`config.mk`:
```
export PLATFORM = sky130hd
export DESIGN_NAME = boot_alias_decoder
export DESIGN_NICKNAME = d
export VERILOG_FILES = /design/src/rtl/boot_alias_pkg.sv /design/src/rtl/boot_alias_map_reg.sv /design/src/rtl/boot_alias_addr_decode.sv /design/src/rtl/boot_alias_resp_stage.sv /design/src/rtl/boot_alias_decoder.sv
export SDC_FILE = /design/constraint.sdc
export NUM_CORES = 1
export LEC_CHECK = 0
export ABC_AREA = 1
export BUFFER_PORTS_ARGS = -buffer_cell sky130_fd_sc_hd__buf_4
export CAP_MARGIN = 25
export CORE_ASPECT_RATIO = 0.7
export CORE_UTILIZATION = 45
export CTS_CLUSTER_DIAMETER = 120
export DETAILED_ROUTE_END_ITERATION = 8
export GPL_TIMING_DRIVEN = 0
export HOLD_SLACK_MARGIN = 0.1
export MAX_ROUTING_LAYER = met4
export PLACE_DENSITY = 0.81
export SYNTH_ARGS = -nofsm -noshare
export SYNTH_HDL_FRONTEND = slang
export SYNTH_SLANG_ARGS = --single-unit
```
`constraint.sdc`:
```
create_clock -name clk -period 1.9 [get_ports clk]
set_input_delay 0.095 -clock clk [delete_from_list [all_inputs] [get_ports clk]]
set_output_delay 0.095 -clock clk [all_outputs]
set_load 0.005 [all_outputs]
```
`src/rtl/boot_alias_pkg.sv`:
```
package boot_alias_pkg;

    localparam int N_TGT   = 3;
    localparam int OFS_W   = 19;

    localparam int TGT_BOOT = 0;
    localparam int TGT_ALT  = 1;
    localparam int TGT_SRAM = 2;

    typedef enum logic [1:0] {
        MAP_BOOT = 2'b00,
        MAP_ALT  = 2'b01,
        MAP_SRAM = 2'b10,
        MAP_RSVD = 2'b11
    } map_e;

    typedef struct packed {
        logic [N_TGT-1:0] sel;
        logic             err;
    } route_t;

    function automatic logic [N_TGT-1:0] onehot_of(input int idx);
        logic [N_TGT-1:0] v;
        v = '0;
        v[idx] = 1'b1;
        return v;
    endfunction

    function automatic int map_to_tgt(input map_e m);
        case (m)
            MAP_ALT:  return TGT_ALT;
            MAP_SRAM: return TGT_SRAM;
            default:  return TGT_BOOT;
        endcase
    endfunction

endpackage

```
`src/rtl/boot_alias_map_reg.sv`:
```
module boot_alias_map_reg
    import boot_alias_pkg::*;
(
    input  logic       clk,
    input  logic       rst,
    input  logic       wr_en,
    input  logic [1:0] wr_data,
    output map_e       map_q
);
    always_ff @(posedge clk) begin
        if (rst) begin
            map_q <= MAP_BOOT;
        end else if (wr_en && map_e'(wr_data) != MAP_RSVD) begin
            map_q <= map_e'(wr_data);
        end
    end
endmodule

```
`src/rtl/boot_alias_addr_decode.sv`:
```
module boot_alias_addr_decode
    import boot_alias_pkg::*;
#(
    parameter int ADDR_W      = 32,
    parameter int ALIAS_BYTES = 1024,
    parameter int REGION_LG   = OFS_W,
    parameter logic [ADDR_W-1:0] BOOT_BASE = 32'h0800_0000,
    parameter logic [ADDR_W-1:0] ALT_BASE  = 32'h0808_0000,
    parameter logic [ADDR_W-1:0] SRAM_BASE = 32'h2000_0000
) (
    input  logic [ADDR_W-1:0]    addr,
    input  logic                 write,
    input  map_e                 map,
    output route_t               route,
    output logic [REGION_LG-1:0] offset
);
    localparam logic [ADDR_W-1:0] ALIAS_END = ADDR_W'(ALIAS_BYTES);
    localparam logic [N_TGT*ADDR_W-1:0] BASES = {SRAM_BASE, ALT_BASE, BOOT_BASE};

    logic             alias_hit;
    logic [N_TGT-1:0] native_hit;

    assign alias_hit = addr < ALIAS_END;

    for (genvar g = 0; g < N_TGT; g++) begin : g_region
        localparam logic [ADDR_W-1:0] BASE_G = BASES[g*ADDR_W +: ADDR_W];
        assign native_hit[g] = addr[ADDR_W-1:REGION_LG] == BASE_G[ADDR_W-1:REGION_LG];
    end

    always_comb begin
        route  = '0;
        offset = '0;
        if (alias_hit) begin
            if (map == MAP_SRAM) begin
                route.sel = onehot_of(TGT_SRAM);
                offset    = addr[REGION_LG-1:0];
            end else if (write) begin
                route.err = 1'b1;
            end else begin
                route.sel = onehot_of(map_to_tgt(map));
                offset    = addr[REGION_LG-1:0];
            end
        end else if (|native_hit) begin
            route.sel = native_hit;
            offset    = addr[REGION_LG-1:0];
        end else begin
            route.err = 1'b1;
        end
    end
endmodule

```
`src/rtl/boot_alias_resp_stage.sv`:
```
module boot_alias_resp_stage
    import boot_alias_pkg::*;
#(
    parameter int REGION_LG = OFS_W
) (
    input  logic                 clk,
    input  logic                 rst,
    input  logic                 in_valid,
    input  route_t               in_route,
    input  logic [REGION_LG-1:0] in_offset,
    output logic                 out_valid,
    output route_t               out_route,
    output logic [REGION_LG-1:0] out_offset
);
    always_ff @(posedge clk) begin
        if (rst || !in_valid) begin
            out_valid  <= 1'b0;
            out_route  <= '0;
            out_offset <= '0;
        end else begin
            out_valid  <= 1'b1;
            out_route  <= in_route;
            out_offset <= in_offset;
        end
    end
endmodule

```
`src/rtl/boot_alias_decoder.sv`:
```
module boot_alias_decoder
    import boot_alias_pkg::*;
#(
    parameter int ADDR_W      = 32,
    parameter int ALIAS_BYTES = 1024,
    parameter int REGION_LG   = OFS_W,
    parameter logic [ADDR_W-1:0] BOOT_BASE = 32'h0800_0000,
    parameter logic [ADDR_W-1:0] ALT_BASE  = 32'h0808_0000,
    parameter logic [ADDR_W-1:0] SRAM_BASE = 32'h2000_0000
) (
    input  logic                 clk,
    input  logic                 rst,
    input  logic                 req_valid,
    input  logic [ADDR_W-1:0]    req_addr,
    input  logic                 req_write,
    input  logic                 map_wr_en,
    input  logic [1:0]           map_wr_data,
    output logic [1:0]           map_rd_data,
    output logic                 rsp_valid,
    output logic [N_TGT-1:0]     tgt_sel,
    output logic [REGION_LG-1:0] tgt_offset,
    output logic                 rsp_err
);
    map_e                 map_q;
    route_t               dec_route;
    logic [REGION_LG-1:0] dec_offset;
    route_t               rsp_route;

    boot_alias_map_reg u_map (
        .clk     (clk),
        .rst     (rst),
        .wr_en   (map_wr_en),
        .wr_data (map_wr_data),
        .map_q   (map_q)
    );

    boot_alias_addr_decode #(
        .ADDR_W      (ADDR_W),
        .ALIAS_BYTES (ALIAS_BYTES),
        .REGION_LG   (REGION_LG),
        .BOOT_BASE   (BOOT_BASE),
        .ALT_BASE    (ALT_BASE),
        .SRAM_BASE   (SRAM_BASE)
    ) u_dec (
        .addr   (req_addr),
        .write  (req_write),
        .map    (map_q),
        .route  (dec_route),
        .offset (dec_offset)
    );

    boot_alias_resp_stage #(
        .REGION_LG (REGION_LG)
    ) u_rsp (
        .clk        (clk),
        .rst        (rst),
        .in_valid   (req_valid),
        .in_route   (dec_route),
        .in_offset  (dec_offset),
        .out_valid  (rsp_valid),
        .out_route  (rsp_route),
        .out_offset (tgt_offset)
    );

    assign map_rd_data = map_q;
    assign tgt_sel     = rsp_route.sel;
    assign rsp_err     = rsp_route.err;
endmodule

```
==> summary.txt, run 1 <==
Detailed routing
  • Routed Antenna Nets: 0
  • Met2 WL: between 1500 and 2000 µm
  • Met1 WL: 1241 µm
  • Total routed wirelength: around 2900 µm
  • Vias/cell: ~4.4
  • # DRC: 0
  • Initial drt markers: 26
  • Vias: roughly 1.1k
  • Met3 Wirelength: approximately 170 µm
  • WL per Instance: roughly 11 µm
  • First-pass DRT Iterations: 4
  • DR top layer: met4

Cells and area
  • Most frequent cells in the layout: buf_4 (64), nor2_1 (32), nand2_1 (32)
  • Leading cell type in the layout, fill and taps excluded: buf_4
  • Syn-to-layout area delta: 60.30%
  • Final nets: around 260
  • Ant diodes: 0
  • Filler cells: about 180
  • Final Cell Area: roughly 0.0019 mm²
  • Reg area: between 500 and 600 µm²
  • Util after Layout: 0.7667
  • Multi-input gate area: 573.1 µm²
  • Layout cell share with drive strength beyond 1: 0.4395

STA
  • Minimum clock period: ~1500 ps
  • Final Max Slew Viols: 0
  • Fmax: 648.3 MHz
  • Count of final hold-check violations: 0
  • Setup violations, final: 0
  • TNS Setup: 0 ps
  • Final period util: 0.8118
  • Actual slew at the worst max-slew pin: roughly 380 ps
  • Setup Skew: roughly 2.9 ps
  • Slew margin rel.: 0.7486
  • Final Hold Slack: 103.3 ps
  • RSZ-0062 raised after global routing: no

Critical path
  • Worst R2R Path Depth: 7
  • Critical Path Source Type: input pin
  • Worst R2R Start: u_map.map_q[1]$_SDFFE_PP0P_
  • Crit. End Element: flip-flop
  • WP data required: 2110 ps
  • Worst flop-to-flop path endpoint: u_rsp.out_offset[8]$_SDFF_PN0_
  • Crit path kind: in2reg
  • Crit path DAT: approximately 1800 ps
  • R2R Setup Slk: around 580 ps
  • Crit Path Max Fanout: 10

Logic synthesis
  • Synth area leaders: dfxtp_1 (44%), nor2_4 (13%), nand2_1 (10%)
  • Sequential share of the synthesized area: 0.4393
  • Post-Syn Nets: between 150 and 200
  • Yosys top cell area share: 0.4393
  • Post-synth cell types: 18
  • Syn Inst Count: around 140
  • Synth Cell Area: roughly 0.0012 mm²
  • FF+latch count, synth: 26
  • Synthesis Warnings: 0
  • Synth area leader: dfxtp_1
  • Syn avg cell area: between 8 and 9 µm²

Outcome
  • Status: finished, final reports clean

Hold path
  • Hold crit path type: in2reg
  • Hold endpoint: u_rsp.out_offset[3]$_SDFF_PN0_
  • Hold_sp: req_addr[3]
  • Hold Path Depth: 3

Pwr
  • PD cells: 608.5 mW/mm²
  • Leakage: between 0.8 and 0.9 nW
  • Peak VDD IR: roughly 650 µV

GRT
  • First-pass GRT wire length: around 4600 µm
  • GRT Total Usage: 0.2233
  • Largest net degree at the start of global routing: 16
  • Number of global-route vias before repair: ~1.1k
  • Antenna violations before repair: 0
  • Grt total ovfl: 0

Floorplanning
  • Placeable Area: ~0.0025 mm²
  • Die W: 63.33 µm
  • Full die area: ~0.0028 mm²
  • Die H: ~45 µm
  • I/O Pins: 65
  • Starting Density: 0.4783
  • Row count: 15

Job
  • Max-cap violations: 0

Clock tree
  • Cts bufs inserted: 3
  • Clk sinks: 26
  • CTS tree: done
  • Root buffer cell: clkbuf_8
  • Clock tree buffer depth: 2
  • Worst-Skew Late Latency: 270 ps
  • Reg clk slew, reported paths: roughly 80 ps
  • CTS HTree Levels: 1
  • Postcts setup bufs: 0

Place
  • RePlAce Congestion: between 0.8 and 0.9
  • IO buf count: 64
  • Placed cell areas: roughly 0.0017 mm²
  • Detail Placement HPWL: between 2000 and 2500 µm
[final cells by class]
class | count | share of cell area
Timing Repair Buffer | 76 | 0.3162
Multi-Input combinational cell | 102 | 0.3017
Sequential cell | 26 | 0.2740
Buffer | 3 | 0.02437
Inverter | 12 | 0.02372
Tap cell | 34 | 0.02240
Clock buffer | 3 | 0.02174
Clock inverter | 1 | 0.01581
[sequential cells by signal, indices dropped and copies added, names as in the netlist]
register and flops:
u_rsp.out_valid 1, u_map.map_q 2, u_rsp.out_offset 19, u_rsp.out_route 4
[Yosys cell counts]
| library cell | instances |
|---|---|
| nand2_4 | 1 |
| or2_4 | 1 |
| nand2_1 | 32 |
| clkbuf_8 | 1 |
| nor3_1 | 2 |
| nand4_1 | 2 |
| nor2_2 | 6 |
| nor2_1 | 32 |
| nor2_4 | 14 |
| a211oi_1 | 2 |
| dfxtp_1 | 26 |
| inv_1 | 12 |
| dlymetal6s2s_1 | 1 |
| o21ai_0 | 3 |
| buf_12 | 1 |
| nand3_4 | 2 |
| nand2_2 | 4 |
| a21oi_1 | 1 |
[how the worst max path moves through the flow]
stage | startpoint | endpoint | depth (start not counted) | slack (ps)
global placement | u_map.map_q[1]$_SDFFE_PP0P_ | u_rsp.out_offset[2]$_SDFF_PN0_ | 7 | 630
finish | req_addr[13] | u_rsp.out_offset[8]$_SDFF_PN0_ | 10 | 360
global route | rst | u_rsp.out_offset[2]$_SDFF_PN0_ | 6 | 270
CTS | rst | u_rsp.out_offset[2]$_SDFF_PN0_ | 6 | 380
floorplan | u_map.map_q[1]$_SDFFE_PP0P_ | u_rsp.out_offset[2]$_SDFF_PN0_ | 7 | 730
detailed placement | u_map.map_q[1]$_SDFFE_PP0P_ | u_rsp.out_offset[8]$_SDFF_PN0_ | 7 | 600
[through the flow]
step | instances | setup WS, ps | power [mW]
global route | 257 | 268.7 | 1.206
floorplan | 143 | 732.4 | 0.6191
detailed placement | 241 | 596.5 | 0.7041
finish | 257 | 357.6 | 1.156
CTS | 256 | 376.0 | 1.163
global placement | 241 | 634.4 | 0.6990
[cells by family after synthesis]
| logic type | synth area share |
|---|---|
| flops | 0.4393 |
| compound gates | 0.02956 |
| simple gates | 0.4541 |
| buf+inv | 0.07708 |
[report_power, final]
part / internal (mW) / switching, mW
logic: 0.0930 / 0.0664
clock network: 0.282 / 0.162
registers: 0.550 / 0.00351
total: 0.924 / 0.232
[critical path, cell delays in order]
cell	delay, ps
dlygate4sd3_1	540
buf_4	140
nor2_1	130
nand2_1	130
nor2_4	160
nand3_4	120
nor2_4	120
nor2_4	80
buf_12	160
nor2_4	70
[per-layer routing]
layer,track usage,up-vias
met1,0.2382,510
met3,0.07071,4
li1,-,590
met5,-,-
met2,0.4128,35
met4,0.05000,0
[repair_timing]
item	in CTS	in global routing
endpoints found under the hold margin	12	1
hold buffers	11	1
gates resized for setup	0	0
Power figures use the tool's default switching activity.
==> inputs of run 2 (changes only) <==
--- a/config.mk
+++ b/config.mk
@@ -9,13 +9,13 @@
 export BUFFER_PORTS_ARGS = -buffer_cell sky130_fd_sc_hd__buf_4
 export CAP_MARGIN = 25
 export CORE_ASPECT_RATIO = 0.7
-export CORE_UTILIZATION = 45
+export CORE_UTILIZATION = 39
 export CTS_CLUSTER_DIAMETER = 120
 export DETAILED_ROUTE_END_ITERATION = 8
 export GPL_TIMING_DRIVEN = 0
 export HOLD_SLACK_MARGIN = 0.1
 export MAX_ROUTING_LAYER = met4
-export PLACE_DENSITY = 0.81
+export PLACE_DENSITY = 0.74
 export SYNTH_ARGS = -nofsm -noshare
 export SYNTH_HDL_FRONTEND = slang
 export SYNTH_SLANG_ARGS = --single-unit
==> constraint.sdc (replaced) <==
create_clock -name clk -period 1.25 [get_ports clk]
set_input_delay 0.0625 -clock clk [delete_from_list [all_inputs] [get_ports clk]]
set_output_delay 0.0625 -clock clk [all_outputs]
set_load 0.005 [all_outputs]
==> run 2 against run 1 <==
Critical path type is now reg2reg. Non-clock buffer count grew 13. First-iteration DRC count decreased by 35%. Sequential cell count unchanged. Count of clock-buffer cells in the layout unchanged.
==> summary.txt, run 2 (same netlist as run 1, synthesis figures left out) <==
Pwr
  • Peak VDD IR: 721.5 µV (was 653.8 µV)
  • Sequential power share: 0.467 (was 0.479)
  • Sw Share: 0.2065 (was 0.2003)
  • Leakage: 0.9399 nW (was 0.8842 nW)
  • PD cells: 886.5 mW/mm² (was 608.5 mW/mm²)
  • Net Switching: 0.3725 mW (was 0.2315 mW)
  • Combinational power share: 0.151 (was 0.138)
  • Pint: 1.431 mW (was 0.9241 mW)
  • Clock power frac: 0.382 (was 0.384)

Critical path
  • Crit-path max cell delay: 360 ps (was 540 ps)
  • Critical Path Source Type: flip-flop (was input pin)
  • CP Launch Point: u_map.map_q[1]$_SDFFE_PP0P_ (was req_addr[13])
  • Crit. End Element: flip-flop (unchanged)
  • WP data required: 1460 ps (was 2110 ps)
  • Crit path kind: reg2reg (was in2reg)
  • Worst R2R Start: u_map.map_q[1]$_SDFFE_PP0P_ (unchanged)
  • Crit Path Max Fanout: 9 (was 10)
  • Crit path DAT: 1380 ps (was 1750 ps)
  • Crit path max-delay family: flip-flops (was buffers and inverters)
  • Slowest CP cell: dfxtp_2 (was dlygate4sd3_1)
  • CP cell instances: inv_1 > o21ai_2 > inv_1 > nor2_4 > nor2_4 > buf_4 > nor2_1 (was dlygate4sd3_1 > buf_4 > nor2_1 > nand2_1 > nor2_4 > nand3_4 > nor2_4 > nor2_4 > buf_12 > nor2_4)
  • Buf+Inv Stages, Crit Path: 3 (unchanged)
  • R2R Setup Slk: 80 ps (was 580 ps)

Floorplanning
  • Starting Density: 0.4168 (was 0.4783)
  • Die W: 67.88 µm (was 63.33 µm)
  • Full die area: 0.003266 mm² (was 0.002845 mm²)
  • Placeable Area: 0.002843 mm² (was 0.002477 mm²)
  • Row count: 16 (was 15)
  • I/O Pins: 65 (unchanged)
  • Die H: 48.12 µm (was 44.93 µm)

Detailed routing
  • Vias: 1178 (was 1139)
  • First-pass DRT Iterations: 4 (unchanged)
  • Initial drt markers: 17 (was 26)
  • DR top layer: met4 (unchanged)
  • WL per Instance: 11.11 µm (was 11.42 µm)
  • Routed Antenna Nets: 0 (unchanged)
  • # DRC: 0 (unchanged)
  • Vias/cell: 4.331 (was 4.432)
  • Met2 WL: 1574 µm (was 1511 µm)
  • Met3 Wirelength: 148 µm (was 165 µm)
  • Total routed wirelength: 3021 µm (was 2934 µm)
  • Met1 WL: 1243 µm (was 1241 µm)

Cells and area
  • Most frequent cells in the layout: buf_4 (65), nor2_1 (32), nand2_1 (32) (was buf_4 (64), nor2_1 (32), nand2_1 (32))
  • Layout cell share with drive strength beyond 1: 0.4280 (was 0.4395)
  • Most flop-heavy register: u_rsp.out_offset (unchanged)
  • Filler cells: 222 (was 178)
  • Biggest regs: u_rsp.out_offset: 19 flops, u_rsp.out_route: 4 flops, u_map.map_q: 2 flops (unchanged)
  • Number of flip-flops in the largest register: 19 (unchanged)
  • Leading cell type in the layout, fill and taps excluded: buf_4 (unchanged)
  • Syn-to-layout area delta: 71.70% (was 60.30%)
  • Reg area: 521.8 µm² (was 520.5 µm²)
  • Multi-input gate area: 576.8 µm² (was 573.1 µm²)
  • Final nets: 276 (was 263)
  • Final Non-Filler Cells: 272 (was 257)
  • Ant diodes: 0 (unchanged)

Clock tree
  • Clock tree buffer depth: 2 (unchanged)
  • Clk sinks: 26 (unchanged)
  • CTS tree: done (unchanged)
  • Worst-Skew Late Latency: 270 ps (about the same)
  • Root buffer cell: clkbuf_8 (unchanged)
  • Reg clk slew, reported paths: 90 ps (was 80 ps)
  • Cts bufs inserted: 3 (unchanged)
  • CTS HTree Levels: 1 (unchanged)

Place
  • Detail Placement HPWL: 2102 µm (was 2256 µm)
  • Inst Count DP: 243 (was 241)
  • IO buf count: 64 (unchanged)
  • RePlAce Congestion: 0.8723 (was 0.8415)

GRT
  • Antenna violations before repair: 0 (unchanged)
  • Grt total ovfl: 0 (unchanged)
  • Number of global-route vias before repair: 1124 (was 1072)
  • GRT Total Usage: 0.1984 (was 0.2233)
  • First-pass GRT wire length: 4533 µm (was 4595 µm)
  • Largest net degree at the start of global routing: 16 (unchanged)

Outcome
  • Status: finished, final reports clean (unchanged)

STA
  • Final Max Slew Viols: 0 (unchanged)
  • Setup Skew: 3.906 ps (was 2.927 ps)
  • TNS Setup: 0 ps (unchanged)
  • Final period util: 0.9339
  • Count of final hold-check violations: 0 (unchanged)
  • Fmax: 856.6 MHz
  • Slew margin rel.: 0.7699 (was 0.7486)
  • Minimum clock period: approximately 1200 ps
  • Actual slew at the worst max-slew pin: 343.9 ps (was 375.7 ps)
  • Setup violations, final: 0 (unchanged)

Job
  • Max-cap violations: 0 (unchanged)

Hold path
  • Hold crit path type: in2reg (unchanged)
  • Hold_sp: rst (was req_addr[3])
[run 2: cell count changes in the layout (fill, tap and decap cells not counted)]
cell / change
dlygate4sd3_1: +12
dfxtp_1: -1
o21ai_0: -1
o21ai_2: +1
buf_4: +1
dfxtp_2: +1
[run 2: final cells by class]
type / instances / share of cell area
Inverter: 12 / 0.02214
Buffer: 3 / 0.02276
Timing Repair Buffer: 89 / 0.3579
Clock inverter: 1 / 0.01476
Tap cell: 36 / 0.02214
Multi-Input combinational cell: 102 / 0.2835
Clock buffer: 3 / 0.02030
Sequential cell: 26 / 0.2565
[run 2: per-stage QoR]
stage	power (mW)	util	instance area, µm²	setup WS (ps)	hold WS (ps)
after CTS	1.818	0.7139	2029	20.45	119.1
final	1.804	0.7157	2034	82.61	127.9
after detailed placement	1.071	0.6017	1710	-58.53	257.0
after global placement	1.063	0.6017	1710	-32.15	248.1
after floorplan	0.9411	-	1185	82.44	141.0
after global routing	1.882	0.7157	2034	-12.54	155.9
[run 2: routing by layer]
layer	global-route usage	vias to the layer above
met5	-	-
met4	0.07083	0
met3	0.05374	4
met2	0.3624	33
met1	0.2123	523
li1	-	618
[run 2: power groups by stage]
stage               clock network, mW  logic, mW  registers (mW)
finish                          0.688      0.273           0.842
global route                    0.738      0.299           0.844
CTS                             0.706      0.270           0.841
detailed placement                  0      0.210           0.861
global placement                    0      0.203           0.860
floorplan                           0     0.0806           0.860
[run 2: worst register-to-register path: cells and delay by family, from the launching register on]
kind                   cells  cell delay, ps
flip-flops                 1             360
buffers and inverters      3             330
AND/OR/NAND/NOR            3             270
AO/OA/AOI/OAI              1             160
[run 2: repair_timing]
| item | CTS | global route |
|---|---|---|
| endpoints found under the hold margin | 22 | 0 |
| pin swaps | 1 | 0 |
| resized for setup | 1 | 2 |
| endpoints found under the setup margin | 10 | 19 |
| setup buffers | 1 | 0 |
| hold buffers | 24 | 0 |
[run 2: worst paths after layout]
check | end | cells after the start
worst min register to register | u_map.map_q[1]$_SDFFE_PP0P_ | 2
worst min-delay path | u_rsp.out_route[1]$_SDFF_PN0_ | 4
worst max-delay path | u_rsp.out_offset[0]$_SDFF_PN0_ | 7
worst max register to register | u_rsp.out_offset[0]$_SDFF_PN0_ | 7
==> inputs of run 3 (changes only) <==
--- a/config.mk
+++ b/config.mk
@@ -9,13 +9,15 @@
 export BUFFER_PORTS_ARGS = -buffer_cell sky130_fd_sc_hd__buf_4
 export CAP_MARGIN = 25
 export CORE_ASPECT_RATIO = 0.7
-export CORE_UTILIZATION = 39
+export CORE_UTILIZATION = 41
 export CTS_CLUSTER_DIAMETER = 120
 export DETAILED_ROUTE_END_ITERATION = 8
 export GPL_TIMING_DRIVEN = 0
 export HOLD_SLACK_MARGIN = 0.1
 export MAX_ROUTING_LAYER = met4
-export PLACE_DENSITY = 0.74
+export PLACE_DENSITY = 0.75
+export SETUP_SLACK_MARGIN = 0.02
 export SYNTH_ARGS = -nofsm -noshare
 export SYNTH_HDL_FRONTEND = slang
+export SYNTH_HIERARCHICAL = 1
 export SYNTH_SLANG_ARGS = --single-unit
==> run 3 against run 2 <==
Sequential share of layout area rose by 0.42 points. Worst hold slack got worse by 15 ps. Combinational power fell by 17%. Largest power group unchanged. Clock power fell by 2%. Via count fell by 0.93%. Count of clock-buffer cells in the layout did not move. Synthesized area rose by 13%. Core utilization fell by 3.5 points.
==> summary.txt, run 3 <==
Outcome
  • Status: finished, final reports clean (unchanged)

GRT
  • Antenna violations before repair: 0 (unchanged)
  • Number of global-route vias before repair: 1055 (was 1124)
  • GRT Total Usage: 0.1554 (was 0.1984)
  • Grt total ovfl: 0 (unchanged)
  • First-pass GRT wire length: 4202 µm (was 4533 µm)
  • Largest net degree at the start of global routing: 16 (unchanged)

Clock tree
  • Cts bufs inserted: 3 (unchanged)
  • Root buffer cell: clkbuf_8 (unchanged)
  • CTS tree: done (unchanged)
  • Reg clk slew, reported paths: 80 ps (was 90 ps)
  • CTS HTree Levels: 1 (unchanged)
  • Clk sinks: 26 (unchanged)
  • Worst-Skew Late Latency: 260 ps (was 270 ps)
  • Clock tree buffer depth: 2 (unchanged)
  • Postcts setup bufs: 0 (was 1)

Cells and area
  • Ant diodes: 0 (unchanged)
  • Final Cell Area: 0.002002 mm² (was 0.002034 mm²)
  • Syn-to-layout area delta: 49.53% (was 71.70%)
  • Final nets: 294 (was 276)
  • Most frequent cells in the layout: buf_4 (64), inv_1 (53), nor2_2 (38) (was buf_4 (65), nor2_1 (32), nand2_1 (32))
  • Leading cell type in the layout, fill and taps excluded: buf_4 (unchanged)
  • Biggest regs: u_rsp/out_offset: 19 flops, u_rsp/out_route: 4 flops, u_map/map_q: 2 flops (was u_rsp.out_offset: 19 flops, u_rsp.out_route: 4 flops, u_map.map_q: 2 flops)
  • Most flop-heavy register: u_rsp/out_offset (was u_rsp.out_offset)
  • Layout cell share with drive strength beyond 1: 0.5079 (was 0.4280)
  • Number of flip-flops in the largest register: 19 (unchanged)

Critical path
  • Crit-path max cell delay: 340 ps (was 360 ps)
  • Slowest CP cell: dfxtp_2 (unchanged)
  • Critical Path Source Type: flip-flop (unchanged)
  • Crit path max-delay family: simple AND/OR/NAND/NOR gates (was flip-flops)
  • Crit path kind: reg2reg (unchanged)
  • CP most frequent cell: inv_1
  • Crit path DAT: 1360 ps (was 1380 ps)
  • Crit Path Max Fanout: 3 (was 9)
  • Buf+Inv Stages, Crit Path: 2 (was 3)
  • Crit. End Element: flip-flop (unchanged)
  • CP cell instances: inv_1 > or2_2 > o31ai_2 > inv_1 > nor2_4 (was inv_1 > o21ai_2 > inv_1 > nor2_4 > nor2_4 > buf_4 > nor2_1)
  • WP data required: 1460 ps (about the same)

Logic synthesis
  • Sequential share of the synthesized area: 0.3888 (was 0.4393)
  • Synth area leaders: dfxtp_1 (39%), nor2_2 (18%), inv_1 (15%) (was dfxtp_1 (44%), nor2_4 (13%), nand2_1 (10%))
  • Synthesis Warnings: 6 (was 0)
  • Syn Inst Count: 180 (was 143)
  • Most common cell in the synthesized netlist: inv_1
  • Yosys top cell area share: 0.3888 (was 0.4393)
  • Post-synth cell types: 18 (unchanged)
  • Syn avg cell area: 7.438 µm² (was 8.286 µm²)
  • Number of flops mapped to enable cells by yosys: 0 (unchanged)
  • Synth area leader: dfxtp_1 (unchanged)
  • FF+latch count, synth: 26 (unchanged)
  • Synth cell count leaders: inv_1 (53), nor2_2 (38), dfxtp_1 (26), nor2_1 (20), nand2_1 (14) (was nand2_1 (32), nor2_1 (32), dfxtp_1 (26), nor2_4 (14), inv_1 (12))
  • Synth async-reset ratio: 0 (unchanged)
  • Main synth FF type: dfxtp_1 (unchanged)
  • Post-Syn Nets: 219 (was 182)
  • Synth Cell Area: 0.001339 mm² (was 0.001185 mm²)

STA
  • Final Max Slew Viols: 0 (unchanged)
  • Slew margin rel.: 0.8509 (was 0.7699)
  • Setup violations, final: 0 (unchanged)
  • Minimum clock period: 1144 ps (was 1167 ps)
  • TNS Setup: 0 ps (unchanged)
  • RSZ-0062 raised after global routing: no
  • Count of final hold-check violations: 0 (unchanged)
  • Final period util: 0.9153 (was 0.9339)
  • Setup Skew: 1.239 ps (was 3.906 ps)
  • Final Hold Slack: 112.6 ps (was 127.9 ps)
  • Actual slew at the worst max-slew pin: 222.0 ps (was 343.9 ps)
  • Fmax: 874.0 MHz (was 856.6 MHz)

Pwr
  • PD cells: 868.9 mW/mm² (was 886.5 mW/mm²)
  • Pint: 1.390 mW (was 1.431 mW)
  • Leakage: 0.9674 nW (was 0.9399 nW)
  • Peak VDD IR: 484.7 µV (was 721.5 µV)
  • Combinational power share: 0.130 (was 0.151)
  • Clock power frac: 0.387 (was 0.382)
  • Sw Share: 0.2007 (was 0.2065)
  • Sequential power share: 0.482 (was 0.467)
  • Net Switching: 0.3490 mW (was 0.3725 mW)

Floorplanning
  • I/O Pins: 65 (unchanged)
  • Starting Density: 0.4549 (was 0.4168)
  • Full die area: 0.003502 mm² (was 0.003266 mm²)
  • Die W: 70.30 µm (was 67.88 µm)
  • Row count: 16 (unchanged)
  • Die H: 49.81 µm (was 48.12 µm)
  • Placeable Area: 0.002943 mm² (was 0.002843 mm²)

Detailed routing
  • Routed Antenna Nets: 0 (unchanged)
  • First-pass DRT Iterations: 2 (was 4)
  • Initial drt markers: 22 (was 17)
  • Vias/cell: 4.024 (was 4.331)
  • WL per Instance: 8.238 µm (was 11.11 µm)
  • Vias: 1167 (was 1178)
  • # DRC: 0 (unchanged)
  • Total routed wirelength: 2389 µm (was 3021 µm)
  • Met1 WL: 1060 µm (was 1243 µm)
  • Met3 Wirelength: 176 µm (was 148 µm)
  • Met2 WL: 1125 µm (was 1574 µm)
  • DR top layer: met4 (unchanged)

Place
  • Placed cell areas: 0.001864 mm² (was 0.001710 mm²)
  • Detail Placement HPWL: 1938 µm (was 2102 µm)
  • IO buf count: 64 (unchanged)
  • RePlAce Congestion: 0.7757 (was 0.8723)

Hold path
  • Hold crit path type: in2reg (unchanged)

Job
  • Max-cap violations: 0 (unchanged)
==> run 3: metal layers <==
layer	global-route usage	vias up
met5	-	-
met4	0.03000	0
met3	0.04499	4
met2	0.2683	44
met1	0.1814	473
li1	-	646
==> run 3: area by class of cell <==
cell class	instances	area, µm²
repair buffers	70	540.5
plain buffers	4	45.04
flip-flops and latches	26	521.8
well taps	36	45.04
multi-input cells	97	579.3
inverters	53	198.9
clock inverters	1	30.03
clock buffers	3	41.29
fillers	268	940.9
==> run 3: final timing paths <==
check,startpoint,to,slack [ps],depth (start not counted)
hold reg to reg,u_map/map_q[0]$_SDFFE_PP0P_,u_map/map_q[0]$_SDFFE_PP0P_,480,2
setup / recovery,u_map/map_q[0]$_SDFFE_PP0P_,u_rsp/out_route[2]$_SDFF_PP0_,110,5
hold / removal,req_addr[17],u_rsp/out_offset[17]$_SDFF_PP0_,110,5
setup reg to reg,u_map/map_q[0]$_SDFFE_PP0P_,u_rsp/out_route[2]$_SDFF_PP0_,110,5
==> run 3: metrics by stage <==
stage / power [mW] / setup slack, ps / utilization / cells
final: 1.739 / 105.9 / 0.6803 / 290
after global placement: 1.068 / -60.05 / 0.6335 / 280
after global routing: 1.824 / 34.01 / 0.6803 / 290
after detailed placement: 1.070 / -57.38 / 0.6335 / 280
after floorplan: 0.9453 / 131.4 / - / 180
after CTS: 1.765 / 29.54 / 0.6781 / 290
==> run 3: power groups by stage <==
| stage | clock (mW) | sequential (mW) | combinational, mW |
|---|---|---|---|
| after global placement | 0 | 0.858 | 0.210 |
| final | 0.674 | 0.839 | 0.227 |
| after detailed placement | 0 | 0.858 | 0.212 |
| after global routing | 0.732 | 0.840 | 0.252 |
| after CTS | 0.699 | 0.838 | 0.228 |
| after floorplan | 0 | 0.858 | 0.0870 |
==> run 3: worst register-to-register path: cells and delay by family, from the launching register on <==
family	cells	cell delay, ps
flip-flops	1	340
buffers and inverters	2	150
AND/OR/NAND/NOR	2	380
AO/OA/AOI/OAI	1	220
==> run 3: logic make-up (layout without fill, tap and decap cells) <==
family                 count (synthesis)  count (layout)  share of synthesized area
AND/OR/NAND/NOR                       92              92                     0.4047
buffers and inverters                 57             131                     0.1822
flip-flops                            26              26                     0.3888
AO/OA/AOI/OAI                          5               5                    0.02430
==> run 3: what timing repair did <==
| action | CTS | global route |
|---|---|---|
| setup endpoints to repair | 0 | 1 |
| hold buffers | 6 | 0 |
| gates resized for setup | 0 | 2 |
| endpoints found under the hold margin | 7 | 0 |
